### config.mk
export PLATFORM = sky130hd
export DESIGN_NAME = masked_irq_agg
export DESIGN_NICKNAME = d
export VERILOG_FILES = /design/src/rtl/ipa_pkg.sv /design/src/rtl/ipa_cpu_port.sv /design/src/rtl/ipa_mask.sv /design/src/rtl/ipa_pending.sv /design/src/rtl/ipa_irq_out.sv /design/src/rtl/masked_irq_agg.sv
export SDC_FILE = /design/constraint.sdc
export NUM_CORES = 1
export LEC_CHECK = 0
export ABC_AREA = 1
export CAP_MARGIN = 20
export CORE_MARGIN = 2
export CORE_UTILIZATION = 52
export DETAILED_ROUTE_END_ITERATION = 16
export MAX_ROUTING_LAYER = met4
export PLACE_DENSITY = 0.84
export SLEW_MARGIN = 20
export SYNTH_ARGS = -nofsm -noshare
export SYNTH_HDL_FRONTEND = slang
export SYNTH_SLANG_ARGS = --single-unit
### constraint.sdc
create_clock -name clk -period 3.88 [get_ports clk]
set_input_delay 0.776 -clock clk [delete_from_list [all_inputs] [get_ports clk]]
set_output_delay 0.776 -clock clk [all_outputs]
set_load 0.1 [all_outputs]
### src/rtl/ipa_pkg.sv
package ipa_pkg;
  localparam int ADDR_W = 3;

  typedef enum logic [ADDR_W-1:0] {
    ADR_MASK_PRI = 3'd0,
    ADR_STAT_PRI = 3'd1,
    ADR_MASK_SEC = 3'd2,
    ADR_STAT_SEC = 3'd3
  } ipa_addr_e;

  typedef struct packed {
    logic we_mask_pri;
    logic we_ack;
    logic we_mask_sec;
  } ipa_wr_t;
endpackage

### src/rtl/ipa_cpu_port.sv
module ipa_cpu_port
  import ipa_pkg::*;
#(
  parameter int SRC_W = 8,
  parameter int IDX_W = 4
) (
  input  logic              clk,
  input  logic              rst_n,
  input  logic              req_valid,
  output logic              req_ready,
  input  logic              req_write,
  input  logic [ADDR_W-1:0] req_addr,
  input  logic [SRC_W-1:0]  req_wdata,
  output logic              rsp_valid,
  input  logic              rsp_ready,
  output logic [SRC_W-1:0]  rsp_data,
  input  logic [SRC_W-1:0]  en_q,
  input  logic [SRC_W-1:0]  sec_q,
  input  logic [SRC_W-1:0]  pend_q,
  output ipa_wr_t           wr,
  output logic [SRC_W-1:0]  wdata,
  output logic [IDX_W-1:0]  ack_idx
);
  logic             accept;
  logic             rd_acc;
  logic [SRC_W-1:0] rd_mux;
  logic             rsp_valid_q;
  logic [SRC_W-1:0] rsp_data_q;

  assign req_ready = !rsp_valid_q || rsp_ready;
  assign accept    = req_valid && req_ready;
  assign rd_acc    = accept && !req_write;
  assign wdata     = req_wdata;
  assign ack_idx   = req_wdata[IDX_W-1:0];

  always_comb begin
    wr = '0;
    if (accept && req_write) begin
      unique case (req_addr)
        ADR_MASK_PRI: wr.we_mask_pri = 1'b1;
        ADR_STAT_PRI: wr.we_ack      = 1'b1;
        ADR_MASK_SEC: wr.we_mask_sec = 1'b1;
        default:      wr = '0;
      endcase
    end
  end

  always_comb begin
    unique case (req_addr)
      ADR_MASK_PRI: rd_mux = ~en_q;
      ADR_STAT_PRI: rd_mux = pend_q;
      ADR_MASK_SEC: rd_mux = sec_q;
      default:      rd_mux = '0;
    endcase
  end

  always_ff @(posedge clk) begin
    if (!rst_n) begin
      rsp_valid_q <= 1'b0;
      rsp_data_q  <= '0;
    end else begin
      if (rd_acc) begin
        rsp_valid_q <= 1'b1;
        rsp_data_q  <= rd_mux;
      end else if (rsp_ready) begin
        rsp_valid_q <= 1'b0;
      end
    end
  end

  assign rsp_valid = rsp_valid_q;
  assign rsp_data  = rsp_data_q;

  // a stalled response does not move
  p_rsp_hold_r9: assert property (@(posedge clk) disable iff (!rst_n)
    (rsp_valid && !rsp_ready) |=> (rsp_valid && $stable(rsp_data)));

  // an accepted read yields a response next cycle
  p_rd_resp_r9: assert property (@(posedge clk) disable iff (!rst_n)
    (req_valid && req_ready && !req_write) |=> rsp_valid);

  // the secondary status slot always reads zero
  p_sec_zero_r8: assert property (@(posedge clk) disable iff (!rst_n)
    (req_valid && req_ready && !req_write && req_addr == ADR_STAT_SEC)
      |=> (rsp_data == '0));
endmodule

### src/rtl/ipa_mask.sv
module ipa_mask #(
  parameter int SRC_W = 8
) (
  input  logic             clk,
  input  logic             rst_n,
  input  logic             we_pri,
  input  logic             we_sec,
  input  logic [SRC_W-1:0] wdata,
  output logic [SRC_W-1:0] en_q,
  output logic [SRC_W-1:0] en_nxt,
  output logic [SRC_W-1:0] sec_q
);
  assign en_nxt = we_pri ? ~wdata : en_q;

  always_ff @(posedge clk) begin
    if (!rst_n) begin
      en_q  <= '0;
      sec_q <= '0;
    end else begin
      en_q <= en_nxt;
      if (we_sec) sec_q <= wdata;
    end
  end

  // the stored enable mask is the complement of the written byte
  p_mask_inv_r2: assert property (@(posedge clk) disable iff (!rst_n)
    we_pri |=> (en_q == ~$past(wdata)));
endmodule

### src/rtl/ipa_pending.sv
module ipa_pending #(
  parameter int SRC_W = 8,
  parameter int IDX_W = 4
) (
  input  logic             clk,
  input  logic             rst_n,
  input  logic [SRC_W-1:0] post,
  input  logic [SRC_W-1:0] clr,
  input  logic             ack_we,
  input  logic [IDX_W-1:0] ack_idx,
  output logic [SRC_W-1:0] pend_q,
  output logic [SRC_W-1:0] pend_nxt
);
  logic [SRC_W-1:0] ack_vec;

  for (genvar i = 0; i < SRC_W; i++) begin : g_ack
    assign ack_vec[i] = ack_we && (ack_idx == IDX_W'(i));
  end

  assign pend_nxt = (pend_q & ~clr & ~ack_vec) | post;

  always_ff @(posedge clk) begin
    if (!rst_n) pend_q <= '0;
    else        pend_q <= pend_nxt;
  end

  // every posted bit is set after the edge
  p_post_sets_r7: assert property (@(posedge clk) disable iff (!rst_n)
    (|post) |=> ((pend_q & $past(post)) == $past(post)));

  // cleared bits that are not posted are gone after the edge
  p_clear_r5: assert property (@(posedge clk) disable iff (!rst_n)
    (|(clr & ~post)) |=> ((pend_q & $past(clr & ~post)) == '0));

  // an acknowledge index beyond the sources changes nothing
  p_ack_high_r6: assert property (@(posedge clk) disable iff (!rst_n)
    (ack_we && ack_idx >= IDX_W'(SRC_W) && clr == '0)
      |=> (pend_q == ($past(pend_q) | $past(post))));
endmodule

### src/rtl/ipa_irq_out.sv
module ipa_irq_out #(
  parameter int SRC_W = 8
) (
  input  logic             clk,
  input  logic             rst_n,
  input  logic [SRC_W-1:0] pend_nxt,
  input  logic [SRC_W-1:0] en_nxt,
  input  logic [SRC_W-1:0] pend_q,
  input  logic [SRC_W-1:0] en_q,
  output logic             irq
);
  logic irq_q;

  always_ff @(posedge clk) begin
    if (!rst_n) irq_q <= 1'b0;
    else        irq_q <= |(pend_nxt & en_nxt);
  end

  assign irq = irq_q;

  // the line follows the registered pending and enable state
  p_irq_match_r4: assert property (@(posedge clk) disable iff (!rst_n)
    irq == (|(pend_q & en_q)));
endmodule

### src/rtl/masked_irq_agg.sv
module masked_irq_agg
  import ipa_pkg::*;
#(
  parameter int SRC_W = 8,
  parameter int IDX_W = 4
) (
  input  logic              clk,
  input  logic              rst_n,
  input  logic [SRC_W-1:0]  dev_post,
  input  logic [SRC_W-1:0]  dev_clear,
  input  logic              cpu_req_valid,
  output logic              cpu_req_ready,
  input  logic              cpu_req_write,
  input  logic [ADDR_W-1:0] cpu_req_addr,
  input  logic [SRC_W-1:0]  cpu_req_wdata,
  output logic              cpu_rsp_valid,
  input  logic              cpu_rsp_ready,
  output logic [SRC_W-1:0]  cpu_rsp_data,
  output logic              irq_out
);
  ipa_wr_t          wr;
  logic [SRC_W-1:0] wdata;
  logic [IDX_W-1:0] ack_idx;
  logic [SRC_W-1:0] en_q, en_nxt, sec_q, pend_q, pend_nxt;

  ipa_cpu_port #(.SRC_W(SRC_W), .IDX_W(IDX_W)) u_port (
    .clk(clk), .rst_n(rst_n),
    .req_valid(cpu_req_valid), .req_ready(cpu_req_ready),
    .req_write(cpu_req_write), .req_addr(cpu_req_addr),
    .req_wdata(cpu_req_wdata),
    .rsp_valid(cpu_rsp_valid), .rsp_ready(cpu_rsp_ready),
    .rsp_data(cpu_rsp_data),
    .en_q(en_q), .sec_q(sec_q), .pend_q(pend_q),
    .wr(wr), .wdata(wdata), .ack_idx(ack_idx)
  );

  ipa_mask #(.SRC_W(SRC_W)) u_mask (
    .clk(clk), .rst_n(rst_n),
    .we_pri(wr.we_mask_pri), .we_sec(wr.we_mask_sec), .wdata(wdata),
    .en_q(en_q), .en_nxt(en_nxt), .sec_q(sec_q)
  );

  ipa_pending #(.SRC_W(SRC_W), .IDX_W(IDX_W)) u_pend (
    .clk(clk), .rst_n(rst_n),
    .post(dev_post), .clr(dev_clear),
    .ack_we(wr.we_ack), .ack_idx(ack_idx),
    .pend_q(pend_q), .pend_nxt(pend_nxt)
  );

  ipa_irq_out #(.SRC_W(SRC_W)) u_irq (
    .clk(clk), .rst_n(rst_n),
    .pend_nxt(pend_nxt), .en_nxt(en_nxt),
    .pend_q(pend_q), .en_q(en_q),
    .irq(irq_out)
  );
endmodule

==> reports/results.ini <==
[routing]
drt_iter0_markers=82
wire_per_inst_um=12.1
drt-total-wl_um=4000
final_antenna_net_count=0
num_vias=1624
drc=0
vias_per_cell=4.91
drt_pass1_iterations=4

[synthesis]
ys_seq_area_share_pct=41.0
synth_top_area_cell=dfxtp_1
ys_ff_latch=34
synth_area_leaders=dfxtp_1, nand2_1, inv_1, a21oi_1, o221ai_1
ys_warn_count=0
netlist_area_sq_mm=0.00166
synth_cells=243
ys_types=22
yosysTopAreaCellShare_pct=41.0
syn_area_per_cell_sq_um=6.83
synthesis.nets=275

[layout]
drive_gt1_share_pct=6.62
num-nets-final=319
fin_area_sq_mm=0.00219
num_antenna_cells=0
area_growth_syn_to_layout_pct=31.7

[timing]
maxSlewHeadroom_pct=34.5
holdWs_ns=0.469
final_hold_viol_count=0
fmax_mhz=380
slew_viol_final=0
clock_skew_ns=0.00994
fin_crit_sh_pct=67.9
worst_slew_pin_slew_ns=0.980
post-route-min-period_ns=2.63
timing.setup.tns_ns=0
rsz0062_at_grt=false
worst_slack_ns=1.25
setup_viol=0

[place]
placed_cell_area_sq_mm=0.00210
dp_hpwl_um=2890
gp_congestion=0.869
pre_cts_slack_ns=1.33
port_buffers=42

[global_route]
grt_pass1_wl_um=6150
grt_overflow_total=0
grt_pass1_vias=1410
antenna_found_initial=0
grt_max_degree=26
gr-usage-all-layers_pct=24.2

[clock_tree]
numCtsBuffers=5
clockBufferDepth=2
cts_tree=done
post_cts_buffers=0
clk_pin_slew_ns=0.11
cts_sinks=34
clock_latency_ns=0.35
clock-root-buffer=clkbuf_4
cts_resized=0
htree_levels=2
cts_hold_buf=0

[worst_setup_path]
cp_top_family=buffers and inverters
crit_end=cpu_rsp_valid
cp-end-kind=output pin
reg2reg_from=u_port.rsp_valid
arrival_ns=1.86
critPathLaunch=u_port.rsp_valid
critPathMaxFanout=2
reg2reg_depth=5
rrSetupSlack_ns=2.22
critPathKind=register to output pin
cp-start-kind=register
critPathMaxStageDelay_ns=1.15
slowest_stage=clkdlybuf4s50_1
path_buf_inv=1
worstPathCellList=clkdlybuf4s50_1
critPathRequiredTime_ns=3.10
reg2reg_to=u_mask.sec_q[6]
cp.depth=1

[pwr]
powerDensity_mw_per_mm2=350
leakage_nw=0.912
max-vdd-ir-drop_mv=0.326
power_w=0.000765

[die]
core_sq_mm=0.00305
start_util_pct=54.3
rows=20
dieWidth_um=60.5
die_h_um=60.5
io_pins=43
die-area_sq_mm=0.00366

[worst_hold_path]
min_path_cells=2
worst_hold_path_type=register to register

[run]
max_cap_viol_count=0

[outcome]
status=complete, no violations

## layer usage
layer	wire, um	track usage [%]	share of wire [%]	up-vias
li1	-	-	-	852
met1	1690	28.9	42	696
met2	1880	38.2	47	65
met3	358	6.61	8.9	11
met4	79	10.9	2.0	0
met5	0	-	0	-
## per-stage QoR
step           utilization [%]  instances
3_3_place_gp              68.9        324
4_1_cts                   71.6        331
2_1_floorplan                -        243
3_5_place_dp              68.9        324
5_1_grt                   71.6        331
6_report                  71.6        331
## placed cells by master, fill, tap and decap left out, drive strengths merged
cell and instances:
a21oi 25, buf 1, bufinv 1, clkbuf 6
clkdlybuf4s50 41, clkinv 1, dfxtp 34, inv 45
nand2 76, nand3 1, nor2 22, nor3 9
nor4 1, o21ai 16, o221ai 8
## final cells by class
| cell class | count | area (sq um) |
|---|---|---|
| inverters | 46 | 173 |
| multi-input cells | 158 | 778 |
| flip-flops and latches | 34 | 681 |
| clock buffers | 6 | 51.3 |
| clock inverters | 1 | 30.0 |
| well taps | 44 | 55.1 |
| repair buffers | 42 | 418 |
| fillers | 285 | 867 |
## Yosys cell counts
library cell,number
nor2_4,2
nor2_8,1
buf_6,1
nand2_2,2
clkinv_1,1
nor4_4,1
nand3_4,1
nor2_2,1
nor3_2,1
inv_1,44
nand2_4,1
buf_2,1
o221ai_1,8
nor3_1,8
inv_2,1
o21ai_0,10
nor2_1,18
a21oi_1,25
nand2_1,73
o21ai_1,6
dfxtp_1,34
clkbuf_1,3
## state kept, by name, indices dropped and copies added, names as in the netlist
| name | flops |
|---|---|
| u_mask.en_q | 8 |
| u_mask.sec_q | 8 |
| u_pend.pend_q | 8 |
| u_port.rsp_data | 8 |
| u_irq.irq | 1 |
| u_port.rsp_valid | 1 |
## how the worst min path moves through the flow
stage                       startpoint                 end  slack, ns
CTS                 u_port.rsp_data[7]  u_port.rsp_data[7]       0.47
global placement    u_port.rsp_data[1]  u_port.rsp_data[1]       0.45
detailed placement  u_port.rsp_data[7]  u_port.rsp_data[7]       0.46
finish              u_port.rsp_data[7]  u_port.rsp_data[7]       0.47
floorplan              u_mask.sec_q[4]     u_mask.sec_q[4]       0.50
global route        u_port.rsp_data[6]  u_port.rsp_data[6]       0.49
## worst min-delay path: stages, from the launching register on
cell and delay [ns]:
dfxtp_1 0.32, nand2_1 0.06, a21oi_1 0.05
## report_power, final
group          internal, W  switching [W]
clock             0.000150       0.000120
sequential        0.000360     0.00000409
combinational    0.0000507      0.0000795
total             0.000561       0.000204
## cell families (layout without fill, tap and decap cells)
logic type | count (synthesis) | after routing | synth area share [%]
buffers and inverters | 51 | 95 | 12.1
and+or+nand+nor | 109 | 109 | 30.3
DFF | 34 | 34 | 41.0
AOI/OAI and AO/OA | 49 | 49 | 16.6
(Power assumes the default switching activity.)
